[config.mk]
export PLATFORM = sky130hd
export DESIGN_NAME = sdram_bank_ctrl
export DESIGN_NICKNAME = d
export VERILOG_FILES = /design/src/rtl/sdc_pkg.sv /design/src/rtl/sdc_req_buf.sv /design/src/rtl/sdc_sched.sv /design/src/rtl/sdc_bank_fsm.sv /design/src/rtl/sdc_data.sv /design/src/rtl/sdc_main.sv /design/src/rtl/sdram_bank_ctrl.sv
export SDC_FILE = /design/constraint.sdc
export NUM_CORES = 1
export LEC_CHECK = 0
export BUFFER_PORTS_ARGS = -buffer_cell sky130_fd_sc_hd__buf_4
export CAP_MARGIN = 20
export CORE_MARGIN = 4
export CORE_UTILIZATION = 45
export DETAILED_ROUTE_END_ITERATION = 6
export PLACE_DENSITY = 0.75
export SYNTH_ARGS = -nofsm -noshare
export SYNTH_HDL_FRONTEND = slang
export SYNTH_SLANG_ARGS = --single-unit
[constraint.sdc]
create_clock -name clk -period 7.9 [get_ports clk]
set_input_delay 0.395 -clock clk [delete_from_list [all_inputs] [get_ports clk]]
set_output_delay 0.395 -clock clk [all_outputs]
set_load 0.01 [all_outputs]
[src/rtl/sdc_pkg.sv]
package sdc_pkg;

  typedef enum logic [2:0] {
    CMD_MRS = 3'b000,
    CMD_REF = 3'b001,
    CMD_PRE = 3'b010,
    CMD_ACT = 3'b011,
    CMD_WR  = 3'b100,
    CMD_RD  = 3'b101,
    CMD_NOP = 3'b111
  } sd_cmd_e;

  typedef enum logic [3:0] {
    M_PWR,
    M_IPRE_WAIT,
    M_IREF,
    M_MRS,
    M_WAIT,
    M_IDLE,
    M_RW,
    M_CAP,
    M_PRE
  } seq_state_e;

  typedef enum logic [1:0] {
    B_IDLE,
    B_RCD,
    B_OPEN
  } bank_state_e;

endpackage

[src/rtl/sdc_req_buf.sv]
module sdc_req_buf #(
  parameter int ROW_W = 13,
  parameter int COL_W = 9,
  parameter int DW    = 16
) (
  input  logic             clk,
  input  logic             rst,
  input  logic             push,
  input  logic             push_we,
  input  logic [ROW_W-1:0] push_row,
  input  logic [COL_W-1:0] push_col,
  input  logic [DW-1:0]    push_wdata,
  input  logic             clr,
  output logic             pend,
  output logic             we,
  output logic [ROW_W-1:0] row,
  output logic [COL_W-1:0] col,
  output logic [DW-1:0]    wdata
);

  // Occupancy flag has a reset; the payload registers need none.
  always_ff @(posedge clk) begin
    if (rst) begin
      pend <= 1'b0;
    end else if (clr) begin
      pend <= 1'b0;
    end else if (push && !pend) begin
      pend <= 1'b1;
    end
  end

  always_ff @(posedge clk) begin
    if (push && !pend) begin
      we    <= push_we;
      row   <= push_row;
      col   <= push_col;
      wdata <= push_wdata;
    end
  end

  // a waiting entry is never overwritten by a later push
  assert_hold_while_pending_R4: assert property (@(posedge clk) disable iff (rst)
    (pend && !clr) |=> $stable({we, row, col, wdata}));

endmodule

[src/rtl/sdc_sched.sv]
module sdc_sched #(
  parameter int NB   = 4,
  parameter int BA_W = $clog2(NB)
) (
  input  logic            clk,
  input  logic            rst,
  input  logic [NB-1:0]   pend,
  output logic [NB-1:0]   gnt_oh,
  output logic [BA_W-1:0] gnt_bank,
  output logic            gnt_any
);

  // Fixed priority: the lowest index wins.
  always_comb begin
    gnt_oh   = '0;
    gnt_bank = '0;
    for (int i = NB - 1; i >= 0; i--) begin
      if (pend[i]) begin
        gnt_oh   = '0;
        gnt_oh[i] = 1'b1;
        gnt_bank = BA_W'(i);
      end
    end
  end

  assign gnt_any = |pend;

  assert_grant_single_R3: assert property (@(posedge clk) disable iff (rst)
    $onehot0(gnt_oh) && ((gnt_oh & ~pend) == '0));

  generate
    for (genvar g = 1; g < NB; g++) begin : g_prio_chk
      // a higher bank never wins over a waiting lower one
      assert_priority_order_R3: assert property (@(posedge clk) disable iff (rst)
        gnt_oh[g] |-> (pend[g-1:0] == '0));
    end
  endgenerate

endmodule

[src/rtl/sdc_bank_fsm.sv]
module sdc_bank_fsm import sdc_pkg::*; #(
  parameter int T_RCD = 2
) (
  input  logic clk,
  input  logic rst,
  input  logic act,
  input  logic rw,
  input  logic pre,
  output logic is_open
);

  localparam int BW = $clog2(T_RCD + 1) + 1;

  bank_state_e   st;
  logic [BW-1:0] bcnt;

  always_ff @(posedge clk) begin
    if (rst) begin
      st   <= B_IDLE;
      bcnt <= '0;
    end else if (pre) begin
      st <= B_IDLE;
    end else begin
      case (st)
        B_IDLE: if (act) begin
          st   <= B_RCD;
          bcnt <= BW'(T_RCD - 2);
        end
        B_RCD: begin
          if (bcnt == '0) st <= B_OPEN;
          else            bcnt <= bcnt - 1'b1;
        end
        default: ;
      endcase
    end
  end

  assign is_open = (st != B_IDLE);

  // a column access reaches this bank only after tRCD has elapsed
  assert_rw_after_rcd_R5: assert property (@(posedge clk) disable iff (rst)
    rw |-> (st == B_OPEN));

  // an activate never lands on a bank that is already open
  assert_act_on_closed_R10: assert property (@(posedge clk) disable iff (rst)
    act |-> (st == B_IDLE));

endmodule

[src/rtl/sdc_data.sv]
module sdc_data #(
  parameter int DW = 16
) (
  input  logic          clk,
  input  logic          rst,
  input  logic          wr_go,
  input  logic [DW-1:0] wdata,
  input  logic          rd_cap,
  input  logic [DW-1:0] dq_i,
  output logic [DW-1:0] dq_o,
  output logic          dq_oe,
  output logic [DW-1:0] rdata
);

  always_ff @(posedge clk) begin
    if (rst) dq_oe <= 1'b0;
    else     dq_oe <= wr_go;
  end

  always_ff @(posedge clk) begin
    if (wr_go)  dq_o  <= wdata;
    if (rd_cap) rdata <= dq_i;
  end

endmodule

[src/rtl/sdc_main.sv]
module sdc_main import sdc_pkg::*; #(
  parameter int NB        = 4,
  parameter int BA_W      = $clog2(NB),
  parameter int ROW_W     = 13,
  parameter int COL_W     = 9,
  parameter int ADDR_W    = 13,
  parameter int PWRUP_CYC = 100,
  parameter int REF_INT   = 780,
  parameter int T_RCD     = 2,
  parameter int T_RP      = 2,
  parameter int T_RFC     = 4,
  parameter int T_MRD     = 2,
  parameter int CAS_LAT   = 2
) (
  input  logic              clk,
  input  logic              rst,
  input  logic              gnt_any,
  input  logic [BA_W-1:0]   gnt_bank,
  input  logic              sel_we,
  input  logic [ROW_W-1:0]  sel_row,
  input  logic [COL_W-1:0]  sel_col,
  output logic [2:0]        cmd_o,
  output logic [BA_W-1:0]   ba_o,
  output logic [ADDR_W-1:0] addr_o,
  output logic              init_done,
  output logic              take,
  output logic [BA_W-1:0]   cur_bank,
  output logic              rw_go,
  output logic              wr_go,
  output logic              rd_cap,
  output logic              pre_go,
  output logic              done,
  output logic              resp_valid,
  output logic              resp_we,
  output logic [BA_W-1:0]   resp_bank
);

  localparam int CW  = $clog2(PWRUP_CYC + T_RFC + T_RP + T_RCD + T_MRD + CAS_LAT + 2) + 1;
  localparam int RCW = $clog2(REF_INT + 1) + 1;
  localparam logic [ADDR_W-1:0] A10_SET   = ADDR_W'(1) << 10;
  localparam logic [ADDR_W-1:0] MODE_WORD = ADDR_W'(CAS_LAT << 4);

  seq_state_e       state, nxt;
  sd_cmd_e          cmd;
  logic [CW-1:0]    cnt;
  logic             second_ref;
  logic             cur_we;
  logic [COL_W-1:0] cur_col;
  logic [RCW-1:0]   rcnt;
  logic             ref_pend;
  logic             ref_ack;

  assign cmd_o   = cmd;
  assign ref_ack = (state == M_IDLE) && ref_pend;
  assign take    = (state == M_IDLE) && !ref_pend && gnt_any;
  assign rw_go   = (state == M_RW);
  assign wr_go   = (state == M_RW) && cur_we;
  assign rd_cap  = (state == M_CAP);
  assign pre_go  = ((state == M_PWR) && (cnt == '0)) || (state == M_CAP) || (state == M_PRE);
  assign done    = ((state == M_RW) && cur_we) || (state == M_CAP);

  // Refresh interval timer; it runs once initialization has finished.
  always_ff @(posedge clk) begin
    if (rst) begin
      rcnt     <= '0;
      ref_pend <= 1'b0;
    end else if (init_done) begin
      if (rcnt == RCW'(REF_INT - 1)) begin
        rcnt     <= '0;
        ref_pend <= 1'b1;
      end else begin
        rcnt <= rcnt + 1'b1;
        if (ref_ack) ref_pend <= 1'b0;
      end
    end
  end

  always_ff @(posedge clk) begin
    if (rst) begin
      state      <= M_PWR;
      nxt        <= M_IDLE;
      cnt        <= CW'(PWRUP_CYC - 1);
      cmd        <= CMD_NOP;
      ba_o       <= '0;
      addr_o     <= '0;
      init_done  <= 1'b0;
      second_ref <= 1'b0;
      cur_we     <= 1'b0;
      cur_bank   <= '0;
      cur_col    <= '0;
      resp_valid <= 1'b0;
      resp_we    <= 1'b0;
      resp_bank  <= '0;
    end else begin
      cmd        <= CMD_NOP;
      resp_valid <= 1'b0;
      case (state)
        M_PWR: begin
          if (cnt == '0) begin
            cmd    <= CMD_PRE;
            addr_o <= A10_SET;
            cnt    <= CW'(T_RP - 2);
            nxt    <= M_IREF;
            state  <= M_WAIT;
          end else begin
            cnt <= cnt - 1'b1;
          end
        end
        M_IREF: begin
          cmd        <= CMD_REF;
          cnt        <= CW'(T_RFC - 2);
          nxt        <= second_ref ? M_MRS : M_IREF;
          second_ref <= 1'b1;
          state      <= M_WAIT;
        end
        M_MRS: begin
          cmd    <= CMD_MRS;
          addr_o <= MODE_WORD;
          ba_o   <= '0;
          cnt    <= CW'(T_MRD - 2);
          nxt    <= M_IDLE;
          state  <= M_WAIT;
        end
        M_WAIT: begin
          if (cnt == '0) state <= nxt;
          else           cnt   <= cnt - 1'b1;
        end
        M_IDLE: begin
          init_done <= 1'b1;
          if (ref_pend) begin
            cmd   <= CMD_REF;
            cnt   <= CW'(T_RFC - 2);
            nxt   <= M_IDLE;
            state <= M_WAIT;
          end else if (gnt_any) begin
            cmd      <= CMD_ACT;
            ba_o     <= gnt_bank;
            addr_o   <= ADDR_W'(sel_row);
            cur_bank <= gnt_bank;
            cur_we   <= sel_we;
            cur_col  <= sel_col;
            cnt      <= CW'(T_RCD - 2);
            nxt      <= M_RW;
            state    <= M_WAIT;
          end
        end
        M_RW: begin
          ba_o   <= cur_bank;
          addr_o <= ADDR_W'(cur_col);
          if (cur_we) begin
            cmd        <= CMD_WR;
            resp_valid <= 1'b1;
            resp_we    <= 1'b1;
            resp_bank  <= cur_bank;
            state      <= M_PRE;
          end else begin
            cmd   <= CMD_RD;
            cnt   <= CW'(CAS_LAT - 1);
            nxt   <= M_CAP;
            state <= M_WAIT;
          end
        end
        M_CAP: begin
          resp_valid <= 1'b1;
          resp_we    <= 1'b0;
          resp_bank  <= cur_bank;
          cmd        <= CMD_PRE;
          addr_o     <= A10_SET;
          cnt        <= CW'(T_RP - 2);
          nxt        <= M_IDLE;
          state      <= M_WAIT;
        end
        M_PRE: begin
          cmd    <= CMD_PRE;
          addr_o <= A10_SET;
          cnt    <= CW'(T_RP - 2);
          nxt    <= M_IDLE;
          state  <= M_WAIT;
        end
        default: state <= M_IDLE;
      endcase
    end
  end

  // no row or column command before the power-up sequence ends
  assert_no_access_before_init_R1: assert property (@(posedge clk) disable iff (rst)
    !init_done |-> !(cmd inside {CMD_ACT, CMD_RD, CMD_WR}));

  // every precharge closes all banks
  assert_pre_all_R8: assert property (@(posedge clk) disable iff (rst)
    (cmd == CMD_PRE) |-> addr_o[10]);

  // column commands never request auto-precharge
  assert_col_a10_low_R5: assert property (@(posedge clk) disable iff (rst)
    (cmd inside {CMD_RD, CMD_WR}) |-> !addr_o[10]);

  // a pending refresh is retired only by issuing AUTO REFRESH
  assert_ref_retire_R9: assert property (@(posedge clk) disable iff (rst)
    $fell(ref_pend) |-> (cmd == CMD_REF));

endmodule

[src/rtl/sdram_bank_ctrl.sv]
module sdram_bank_ctrl import sdc_pkg::*; #(
  parameter int NB        = 4,
  parameter int BA_W      = $clog2(NB),
  parameter int ROW_W     = 13,
  parameter int COL_W     = 9,
  parameter int ADDR_W    = 13,
  parameter int DW        = 16,
  parameter int PWRUP_CYC = 100,
  parameter int REF_INT   = 780,
  parameter int T_RCD     = 2,
  parameter int T_RP      = 2,
  parameter int T_RFC     = 4,
  parameter int T_MRD     = 2,
  parameter int CAS_LAT   = 2
) (
  input  logic                clk,
  input  logic                rst,
  input  logic [NB-1:0]       req_push,
  input  logic [NB-1:0]       req_we,
  input  logic [NB*ROW_W-1:0] req_row,
  input  logic [NB*COL_W-1:0] req_col,
  input  logic [NB*DW-1:0]    req_wdata,
  output logic [NB-1:0]       req_ready,
  output logic                resp_valid,
  output logic                resp_we,
  output logic [BA_W-1:0]     resp_bank,
  output logic [DW-1:0]       resp_rdata,
  output logic                init_done,
  output logic                sd_ras_n,
  output logic                sd_cas_n,
  output logic                sd_we_n,
  output logic [BA_W-1:0]     sd_ba,
  output logic [ADDR_W-1:0]   sd_addr,
  output logic [DW-1:0]       sd_dq_o,
  output logic                sd_dq_oe,
  input  logic [DW-1:0]       sd_dq_i
);

  logic [NB-1:0]    pend, b_we, bank_open, gnt_oh;
  logic [ROW_W-1:0] b_row   [NB];
  logic [COL_W-1:0] b_col   [NB];
  logic [DW-1:0]    b_wdata [NB];
  logic [BA_W-1:0]  gnt_bank, cur_bank;
  logic             gnt_any, take, rw_go, wr_go, rd_cap, pre_go, done;
  logic [2:0]       cmd;

  generate
    for (genvar g = 0; g < NB; g++) begin : g_bank
      sdc_req_buf #(.ROW_W(ROW_W), .COL_W(COL_W), .DW(DW)) i_buf (
        .clk        (clk),
        .rst        (rst),
        .push       (req_push[g]),
        .push_we    (req_we[g]),
        .push_row   (req_row[g*ROW_W +: ROW_W]),
        .push_col   (req_col[g*COL_W +: COL_W]),
        .push_wdata (req_wdata[g*DW +: DW]),
        .clr        (done && (cur_bank == BA_W'(g))),
        .pend       (pend[g]),
        .we         (b_we[g]),
        .row        (b_row[g]),
        .col        (b_col[g]),
        .wdata      (b_wdata[g])
      );

      sdc_bank_fsm #(.T_RCD(T_RCD)) i_bank (
        .clk     (clk),
        .rst     (rst),
        .act     (take && (gnt_bank == BA_W'(g))),
        .rw      (rw_go && (cur_bank == BA_W'(g))),
        .pre     (pre_go),
        .is_open (bank_open[g])
      );
    end
  endgenerate

  assign req_ready = ~pend;

  sdc_sched #(.NB(NB), .BA_W(BA_W)) i_sched (
    .clk      (clk),
    .rst      (rst),
    .pend     (pend),
    .gnt_oh   (gnt_oh),
    .gnt_bank (gnt_bank),
    .gnt_any  (gnt_any)
  );

  sdc_main #(
    .NB(NB), .BA_W(BA_W), .ROW_W(ROW_W), .COL_W(COL_W), .ADDR_W(ADDR_W),
    .PWRUP_CYC(PWRUP_CYC), .REF_INT(REF_INT), .T_RCD(T_RCD), .T_RP(T_RP),
    .T_RFC(T_RFC), .T_MRD(T_MRD), .CAS_LAT(CAS_LAT)
  ) i_main (
    .clk        (clk),
    .rst        (rst),
    .gnt_any    (gnt_any),
    .gnt_bank   (gnt_bank),
    .sel_we     (b_we[gnt_bank]),
    .sel_row    (b_row[gnt_bank]),
    .sel_col    (b_col[gnt_bank]),
    .cmd_o      (cmd),
    .ba_o       (sd_ba),
    .addr_o     (sd_addr),
    .init_done  (init_done),
    .take       (take),
    .cur_bank   (cur_bank),
    .rw_go      (rw_go),
    .wr_go      (wr_go),
    .rd_cap     (rd_cap),
    .pre_go     (pre_go),
    .done       (done),
    .resp_valid (resp_valid),
    .resp_we    (resp_we),
    .resp_bank  (resp_bank)
  );

  sdc_data #(.DW(DW)) i_data (
    .clk    (clk),
    .rst    (rst),
    .wr_go  (wr_go),
    .wdata  (b_wdata[cur_bank]),
    .rd_cap (rd_cap),
    .dq_i   (sd_dq_i),
    .dq_o   (sd_dq_o),
    .dq_oe  (sd_dq_oe),
    .rdata  (resp_rdata)
  );

  assign {sd_ras_n, sd_cas_n, sd_we_n} = cmd;

  // only one row is open at any time
  assert_single_open_row_R10: assert property (@(posedge clk) disable iff (rst)
    $onehot0(bank_open));

  // column commands address an open bank
  assert_rw_to_open_bank_R5: assert property (@(posedge clk) disable iff (rst)
    (cmd == CMD_RD || cmd == CMD_WR) |-> bank_open[sd_ba]);

  // the data bus is driven in WRITE cycles and nowhere else
  assert_dq_drive_write_R7: assert property (@(posedge clk) disable iff (rst)
    sd_dq_oe == (cmd == CMD_WR));

  // refresh is issued only with every row closed
  assert_ref_rows_closed_R9: assert property (@(posedge clk) disable iff (rst)
    (cmd == CMD_REF) |-> (bank_open == '0));

endmodule

==> results of run 1 <==
## metal layers
metal  GRT usage  vias up  routed length, µm
met4     0.04960        0                568
met5           0        -                  0
met1      0.2552     3081               9633
met3     0.04577       45               1895
li1            -     2968                  -
met2      0.3194      295              11880
## cell type report
class | count | area, µm² | share of cell area
Timing Repair Buffer | 245 | 1839 | 0.1441
Sequential cell | 256 | 7007 | 0.5488
Multi-Input combinational cell | 330 | 2708 | 0.2121
Inverter | 12 | 45.04 | 0.003528
Clock inverter | 16 | 130.1 | 0.01019
Clock buffer | 32 | 694.4 | 0.05439
Tap cell | 275 | 344.1 | 0.02695
## kinds of logic after synthesis
group,Yosys count,share of synthesized area
AOI/OAI and AO/OA,138,0.1046
xor gates and xnor gates,9,0.007996
adders and majority gates,3,0.003553
buffers and inverters,44,0.01878
DFF,256,0.7108
muxes,35,0.07679
and+or+nand+nor,145,0.07755
## cells in the mapped netlist (9+ instances only)
| library cell | instances |
|---|---|
| edfxtp_1 | 188 |
| dfxtp_1 | 68 |
| nor2_1 | 44 |
| nand2_1 | 32 |
| a21oi_1 | 26 |
| mux4_2 | 26 |
| o21ai_0 | 25 |
| clkbuf_1 | 19 |
| nand2b_1 | 17 |
| a22o_1 | 13 |
| inv_1 | 11 |
| a221o_1 | 10 |
| a2bb2oi_1 | 9 |
| nor2b_1 | 9 |
| o22ai_1 | 9 |
## where the power goes
group	internal, mW	switching [mW]	leakage [nW]
clock network	0.688	0.487	0.399
registers	1.50	0.0225	2.32
logic	0.0996	0.0806	2.14
total	2.29	0.591	4.86
## registers in the layout, summed over array words and instances (netlist names), 8 cells and up
register            cells
g_bank.i_buf.wdata     64
g_bank.i_buf.row       52
g_bank.i_buf.col       36
i_data.dq_o            16
i_data.rdata           16
i_main.addr_o          13
i_main.rcnt            11
i_main.cur_col          9
i_main.cnt              8
## critical path: stages (launching register included)
cell	delay (ps)
dfxtp_1	850
nor4bb_1	530
nand3b_1	320
o311a_1	310
and2_4	190
o41a_1	350
## per-stage QoR
step | util | worst slack [ps]
2_1_floorplan | - | 4899
4_1_cts | 0.5994 | 5252
3_5_place_dp | 0.5607 | 5281
5_1_grt | 0.5998 | 5031
3_3_place_gp | 0.5607 | 5333
6_report | 0.5998 | 5227
## path summary, 6_finish.rpt
kind | end | depth (start not counted)
worst max register to register | i_main.state[2]$_SDFFE_PP0P_ | 5
worst min register to register | i_main.nxt[2]$_SDFFE_PP1P_ | 2
worst min-delay path | g_bank[1].i_buf.row[0]$_DFFE_PP_ | 1
worst max-delay path | i_main.state[2]$_SDFFE_PP0P_ | 5
==> run metrics, run 1 <==
Max Cap Violations=0; post-DP HPWL=16.75 mm; most frequent cells in the layout=buf_4 (244), edfxtp_1 (188), dfxtp_1 (68), nor2_1 (44), nand2_1 (32); Crit Path Class=register to register; setup_tns=0 ps; Placed Area=11,940 µm²; wire length per cell=20.57 µm; antenna violations before repair=0; # H-tree levels=1; PortBufs=237; fin area=12,770 µm²; Synthesized Nets=810; WP data required=8300 ps; total grt overflow=0; core area=21,290 µm²; Worst Hold Slack=43.45 ps; final number of hold-violating endpoints=0; clock latency on the worst-skew pair=520 ps; sequential area share after synthesis=0.7108; LEAKAGE=4.859 nW; area share of the leading cell type in the synthesized netlist=0.5727; Synth cell types=68; Post-synth ARST share=0; total power=2.879 mW; GRT Total Usage=0.1917; final worst path period share=0.3383; Die H=156.0 µm; Setup Buffers After CTS=0; CP startpoint=i_main.state[2]$_SDFFE_PP0P_; EDFF count, synth=188; fin crit period=2673 ps; clock sinks=256; commonest non-fill, non-tap cell in the layout=buf_4; n_diodes=0; fmax=0.3741 GHz; Syn Std Cell Area=9858 µm²; Synth area leader=edfxtp_1; top cells by area, synth=edfxtp_1 (57%), dfxtp_1 (14%), mux4_2 (5.9%); Vias=6,389; Fill cells=1,635; RSZ-0062 raised after global routing=false; Yosys reg bits=256; Max IR drop VDD=0.0002293 V; cts bufs inserted=26; Hold Crit Start=req_row[13]; Hold-fix buffers, CTS=0; TritonCTS clock tree=yes; final wirelength=23.98 mm; Critical R2R Launch=i_main.state[2]$_SDFFE_PP0P_; Max-slew headroom=0.2804; critical path arrival=3070 ps; Post-Syn Instances=630; Clock transition at path regs=70 ps; IO Count=238; endpoints failing setup=0; Yosys warnings=0; Worst Setup Start Kind=register; Starting Density=0.4631; Pre-Repair DR Iteration Count=5; CTS Buffer Depth=3; Max Fanout on Critical Path=25; synthesized area per cell=15.65 µm²; CP endpoint kind=register; placed cell count=1,117; layout cells sized above 1=0.3648; number of routed nets with antenna violations=0; Post-synth top flop=edfxtp_1; drt drc=0; via-per-instance ratio=5.479; clock skew=17.61 ps; number of global-route vias before repair=6,445; largest net degree at the start of global routing=43; die area=24,340 µm²; outcome=finished clean; Resized Gates After CTS=0; flop2flop setup slack=5230 ps; type of the tightest min-delay check=primary input to register; synth-to-layout area growth=29.51%; final non-filler cell total=1,166; first-pass GRT wire length=36.25 mm; FP Rows=53; Final #Nets=1,051; Final GP Congestion=0.8798; Slew Viols, Final=0; clk root buf=clkbuf_16; Worst-Margin Slew=1078 ps; PD cells=225.5 nW/µm²; Die Wd=156.0 µm; First DRT Iteration DRCs=474
(Power assumes the default switching activity.)
==> run 2: changes to the inputs <==
==> constraint.sdc (replaced) <==
create_clock -name clk -period 2.7 [get_ports clk]
set_input_delay 0.135 -clock clk [delete_from_list [all_inputs] [get_ports clk]]
set_output_delay 0.135 -clock clk [all_outputs]
set_load 0.01 [all_outputs]
==> run 2 against run 1 <==
  * Combinational power grew to 4.5 times the previous value
  * Final cell count up 17%
  * Non-clock buffer count is 195 higher
  * Clock skew rose by 14 ps
  * Largest power group unchanged
==> run metrics, run 2 (synthesized netlist as in run 1, its figures left out) <==
Final #Nets=1,246 (was 1,051); flop2flop setup slack=310 ps (was 5230 ps); fin util=0.6922 (was 0.5998); final number of hold-violating endpoints=0 (unchanged); final non-filler cell total=1,363 (was 1,166); critical path arrival=2800 ps (was 3070 ps); Placed Area=12,110 µm² (was 11,940 µm²); Die H=156.0 µm (unchanged); Worst-Margin Slew=977.4 ps (was 1078 ps); type of the tightest min-delay check=primary input to register (unchanged); first-pass GRT wire length=44.92 mm (was 36.25 mm); clock latency on the worst-skew pair=550 ps (was 520 ps); Critical R2R Launch=i_main.cnt[0]$_SDFFE_PP1P_ (was i_main.state[2]$_SDFFE_PP0P_); fmax=0.4184 GHz (was 0.3741 GHz); placed cell count=1,135 (was 1,117); FP Rows=53 (unchanged); core area=21,290 µm² (unchanged); drt drc=0 (unchanged); most flop-heavy register=g_bank.i_buf.wdata (unchanged); Crit Path Class=register to register (unchanged); total power=8.768 mW (was 2.879 mW); LEAKAGE=5.708 nW (was 4.859 nW); Die Wd=156.0 µm (unchanged); WP data required=3110 ps (was 8300 ps); Hold Crit Start=req_wdata[55] (was req_row[13]); final wirelength=29.48 mm (was 23.98 mm); Clock transition at path regs=60 ps (was 70 ps); post-DP HPWL=16.75 mm (about the same); fin area=14,730 µm² (was 12,770 µm²); Max Cap Violations=0 (unchanged); GRT Total Usage=0.2385 (was 0.1917); Buf/Inv on CP=1 (was 0); cell chain of the critical path=inv_1, ha_1, nor4b_4, a211oi_1, o311a_1, and2_4, o41a_1 (was nor4bb_1, nand3b_1, o311a_1, and2_4, o41a_1); Slew Viols, Final=0 (unchanged); commonest non-fill, non-tap cell in the layout=buf_4 (unchanged); Worst Setup Start Kind=register (unchanged); synth-to-layout area growth=49.46% (was 29.51%); First DRT Iteration DRCs=653 (was 474); clock sinks=256 (unchanged); number of routed nets with antenna violations=0 (unchanged); endpoints failing setup=0 (unchanged); max incr delay on CP=460 ps (was 850 ps); cts bufs inserted=26 (unchanged); CP startpoint=i_main.cnt[0]$_SDFFE_PP1P_ (was i_main.state[2]$_SDFFE_PP0P_); total grt overflow=0 (unchanged); hold worst-path end=g_bank[3].i_buf.wdata[7]$_DFFE_PP_ (was g_bank[1].i_buf.row[0]$_DFFE_PP_); final worst path period share=0.8853 (was 0.3383); setup_tns=0 ps (unchanged); Final GP Congestion=0.8970 (was 0.8798); TritonCTS clock tree=yes (unchanged); biggest regs=g_bank.i_buf.wdata: 64 flops, g_bank.i_buf.row: 52 flops, g_bank.i_buf.col: 36 flops (unchanged); RSZ-0062 raised after global routing=false (unchanged); layout cells sized above 1=0.3158 (was 0.3648); most frequent cells in the layout=buf_4 (259), edfxtp_1 (188), dlygate4sd3_1 (177), dfxtp_1 (68), nor2_1 (44) (was buf_4 (244), edfxtp_1 (188), dfxtp_1 (68), nor2_1 (44), nand2_1 (32)); Crit Reg-Reg Endpoint=i_main.state[2]$_SDFFE_PP0P_ (unchanged); Worst path slowest cell=o311a_1 (was dfxtp_1); antenna violations before repair=2 (was 0); Setup Buffers After CTS=0 (unchanged); # H-tree levels=1 (unchanged); Seq. cell area=7007 µm² (unchanged); Resized Gates After CTS=0 (unchanged); Max IR drop VDD=0.0006070 V (was 0.0002293 V); CTS Buffer Depth=3 (unchanged); WHS Path Cells=2 (was 1); fin crit period=2390 ps (was 2673 ps); PortBufs=237 (unchanged); Hold-fix buffers, CTS=177 (was 0); PD cells=595.1 nW/µm² (was 225.5 nW/µm²); clk root buf=clkbuf_16 (unchanged); Max-slew headroom=0.3460 (was 0.2804); outcome=finished clean (unchanged); multi-input logic area=2708 µm² (unchanged); Max Fanout on Critical Path=7 (was 25); Starting Density=0.4631 (unchanged); Fill cells=1,328 (was 1,635); largest net degree at the start of global routing=43 (unchanged); CP endpoint kind=register (unchanged); IO Count=238 (unchanged); via-per-instance ratio=5.494 (was 5.479); r2r worst-path depth=7 (was 5); wire length per cell=21.63 µm (was 20.57 µm); Pre-Repair DR Iteration Count=6 (was 5); number of global-route vias before repair=7,927 (was 6,445); die area=24,340 µm² (unchanged); max reg flops=64 (unchanged); Top Family by Delay on Critical Path=compound AO/OA/AOI/OAI gates (was simple AND/OR/NAND/NOR gates); Vias=7,488 (was 6,389); clock skew=31.39 ps (was 17.61 ps)
-- run 2: changes by cell type in the layout (fill, tap and decap cells not counted), moves of 3 or more --
cell | previous run | this run
dlygate4sd3_1 | 0 | 177
clkbuf_1 | 5 | 9
clkinv_1 | 6 | 2
buf_12 | 0 | 3
buf_4 | 244 | 259
clkbuf_8 | 0 | 5
-- run 2: worst max-delay path by stage --
stage                                       endpoint  slack, ps  cells after the start
floorplan           g_bank[0].i_buf.col[0]$_DFFE_PP_        440                      4
global route              i_main.cnt[0]$_SDFFE_PP1P_        130                      7
detailed placement      i_main.state[2]$_SDFFE_PP0P_        320                      7
CTS                     i_main.state[2]$_SDFFE_PP0P_        330                      7
global placement        i_main.state[2]$_SDFFE_PP0P_        390                      5
finish                  i_main.state[2]$_SDFFE_PP0P_        310                      7
-- run 2: per-stage QoR --
| step | setup WS [ps] | hold slack [ps] |
|---|---|---|
| after global routing | 131.5 | 291.9 |
| after global placement | 391.0 | 313.2 |
| after CTS | 326.2 | 277.7 |
| after detailed placement | 321.2 | 314.3 |
| after floorplan | 436.1 | 233.9 |
| final | 309.7 | 302.5 |
-- run 2: final cells by class --
type | count | share of cell area
flip-flops and latches | 256 | 0.4755
repair buffers | 440 | 0.2568
multi-input cells | 330 | 0.1838
clock buffers | 41 | 0.05282
well taps | 275 | 0.02335
clock inverters | 7 | 0.004331
inverters | 12 | 0.003057
diodes | 2 | 0.0003397
-- run 2: where the power goes --
part           total [mW]  switching [mW]  internal (mW)
logic               0.807           0.333          0.475
clock network        3.52            1.53           1.99
registers            4.44          0.0539           4.39
total                8.77            1.91           6.86
-- run 2: metal layers --
| layer | global-route usage | vias to the layer above | wire (µm) |
|---|---|---|---|
| met5 | 0 | - | 0 |
| met4 | 0.1109 | 0 | 1368 |
| met3 | 0.05354 | 112 | 2530 |
| met2 | 0.4067 | 458 | 14960 |
| met1 | 0.2895 | 3564 | 10620 |
| li1 | - | 3354 | - |
==> run 3: changes to the inputs <==
--- a/config.mk
+++ b/config.mk
@@ -13,4 +13,5 @@
 export PLACE_DENSITY = 0.75
 export SYNTH_ARGS = -nofsm -noshare
 export SYNTH_HDL_FRONTEND = slang
+export SYNTH_HIERARCHICAL = 1
 export SYNTH_SLANG_ARGS = --single-unit
==> run 3 against run 2 <==
  * Core utilization down 0.37 points
  * Register-to-register slack improved by 20 ps
  * Sequential share of layout area grew 0.40 points
  * Clock skew decreased by 12 ps
  * Synthesized cell count fell by 4.0%
  * Die area fell by 0.28%
  * Design area down 0.84%
  * Final cell count decreased by 1.8%
  * Routed wire length decreased by 6.2%
  * Via count decreased by 7.4%
  * Setup slack improved by 18 ps
  * Largest power group unchanged
==> run metrics, run 3 <==
final number of hold-violating endpoints=0 (unchanged); type of the tightest min-delay check=primary input to register (unchanged); Vias=6,934 (was 7,488); final worst path period share=0.8784 (was 0.8853); Worst-Margin Slew=765.8 ps (was 977.4 ps); setup_tns=0 ps (unchanged); CTS Buffer Depth=3 (unchanged); post-DP HPWL=16.23 mm (was 16.75 mm); WP data required=3150 ps (was 3110 ps); switching power=1.869 mW (was 1.912 mW); Final GP Congestion=0.9106 (was 0.8970); clock sinks=256 (unchanged); Logic pwr share=0.086 (was 0.092); Max Fanout on Critical Path=24 (was 7); largest net degree at the start of global routing=44 (was 43); wire length per cell=20.67 µm (was 21.63 µm); PortBufs=237 (unchanged); commonest non-fill, non-tap cell in the layout=buf_4 (unchanged); total grt overflow=0 (unchanged); Yosys warnings=6 (was 0); CP endpoint kind=register (unchanged); clk root buf=clkbuf_16 (unchanged); Max IR drop VDD=0.0005696 V (was 0.0006070 V); pre-CTS WS=371.5 ps (was 321.2 ps); cts bufs inserted=27 (was 26); Reg power frac=0.504 (was 0.507); Pre-Repair DR Iteration Count=5 (was 6); First DRT Iteration DRCs=473 (was 653); clock group share of total power=0.410 (was 0.401); FP Rows=53 (unchanged); Pint=6.956 mW (was 6.856 mW); Switching Share=0.2118 (was 0.2181); IO Count=238 (unchanged); Syn Std Cell Area=9829 µm² (was 9858 µm²); endpoints failing setup=0 (unchanged); Crit Path Class=register to register (unchanged); biggest regs=g_bank.i_buf/wdata: 64 flops, g_bank.i_buf/row: 52 flops, g_bank.i_buf/col: 36 flops (was g_bank.i_buf.wdata: 64 flops, g_bank.i_buf.row: 52 flops, g_bank.i_buf.col: 36 flops); clock skew=19.45 ps (was 31.39 ps); RSZ-0062 raised after global routing=false (unchanged); synth-to-layout area growth=48.64% (was 49.46%); core area=21,220 µm² (was 21,290 µm²); Clock transition at path regs=60 ps (about the same); Starting Density=0.4632 (was 0.4631); final wirelength=27.66 mm (was 29.48 mm); clock latency on the worst-skew pair=540 ps (was 550 ps); outcome=finished clean (unchanged); Slew Viols, Final=0 (unchanged); Die Wd=155.8 µm (was 156.0 µm); number of routed nets with antenna violations=0 (unchanged); cell chain of the critical path=a21oi_1, a311oi_1, nand2_1, o2bb2ai_1 (was inv_1, ha_1, nor4b_4, a211oi_1, o311a_1, and2_4, o41a_1); fin crit period=2372 ps (was 2390 ps); Post-Syn Instances=605 (was 630); Max-slew headroom=0.4888 (was 0.3460); fmax=0.4216 GHz (was 0.4184 GHz); max incr delay on CP=820 ps (was 460 ps); LEAKAGE=5.554 nW (was 5.708 nW); antenna violations before repair=0 (was 2); Max Cap Violations=0 (unchanged); n_diodes=0 (was 2); Synthesized Nets=785 (was 810); Worst path slowest cell=dfxtp_1 (was o311a_1); drt drc=0 (unchanged); synthesized area per cell=16.25 µm² (was 15.65 µm²); critical path arrival=2830 ps (was 2800 ps); via-per-instance ratio=5.182 (was 5.494); GRT Total Usage=0.2266 (was 0.2385); layout cells sized above 1=0.3405 (was 0.3158); final setup margin=328.2 ps (was 309.7 ps); # H-tree levels=1 (unchanged); die area=24,270 µm² (was 24,340 µm²); Die H=155.8 µm (was 156.0 µm); TritonCTS clock tree=yes (unchanged); most frequent cells in the layout=buf_4 (260), edfxtp_1 (188), dlygate4sd3_1 (176), dfxtp_1 (68), nand2_1 (44) (was buf_4 (259), edfxtp_1 (188), dlygate4sd3_1 (177), dfxtp_1 (68), nor2_1 (44)); first-pass GRT wire length=42.51 mm (was 44.92 mm); max reg flops=64 (unchanged); fin util=0.6885 (was 0.6922); Worst Setup Start Kind=register (unchanged); Final #Nets=1,222 (was 1,246); most flop-heavy register=g_bank.i_buf/wdata (was g_bank.i_buf.wdata); number of global-route vias before repair=7,631 (was 7,927); PD cells=604.0 nW/µm² (was 595.1 nW/µm²)
## run 3: cell count changes in the layout (fill, tap and decap cells not counted), moves of 10 or more
cell and delta:
a22o_1 -10, o21ai_0 -14, mux4_2 +10, nand2b_1 -11, nand2_1 +12
## run 3: final timing paths
kind                                                      from                                to  slack, ps  cells after the start
worst min register to register  i_main/cur_col[0]$_SDFFE_PP0P_    i_main/cur_col[0]$_SDFFE_PP0P_        460                      2
worst max register to register    i_main/state[0]$_SDFFE_PP0P_     i_main/addr_o[6]$_SDFFE_PP0P_        330                      4
worst min-delay path                                       rst  i_main/resp_bank[0]$_SDFFE_PP0P_         60                      2
worst max-delay path              i_main/state[0]$_SDFFE_PP0P_     i_main/addr_o[6]$_SDFFE_PP0P_        330                      4
## run 3: power groups by stage
stage	sequential [mW]	clock [mW]	combinational [mW]
after floorplan	4.51	0	0.239
after global placement	4.51	0	0.533
after detailed placement	4.52	0	0.538
after CTS	4.44	3.65	0.747
after global routing	4.46	3.86	0.808
final	4.45	3.62	0.757
## run 3: through the flow
stage                     hold WS, ps  total power [mW]  instances  area, µm²
after global routing            53.13             9.121       1338      14610
final                           58.03             8.825       1338      14610
after CTS                       47.30             8.833       1338      14610
after floorplan                 199.3             4.745        605       9829
after global placement          313.1             5.044       1112      11990
after detailed placement        314.2             5.059       1112      11990
## run 3: layer usage
layer | track usage | part of all wire | vias up
met5 | 0 | 0 | -
met1 | 0.2723 | 0.36 | 3305
met2 | 0.4053 | 0.52 | 334
met4 | 0.07753 | 0.037 | 0
li1 | - | - | 3229
met3 | 0.04854 | 0.080 | 66
## run 3: cell type report
class                   instances  area, µm²
repair buffers                438       3754
fillers                      1375       6610
inverters                      17      63.81
well taps                     275      344.1
clock buffers                  37      733.2
flip-flops and latches        256       7007
clock inverters                13      127.6
multi-input cells             302       2581
## run 3: worst max-delay path: cells and delay by family, from the launching register on
family,cells,cell delay [ps]
compound gates,3,1090
flops,1,820
simple gates,1,390
## run 3: repair_timing
action,in CTS,in global routing
hold buffers,176,0
endpoints found under the hold margin,176,0
gates resized for setup,0,0
buffers inserted,0,0
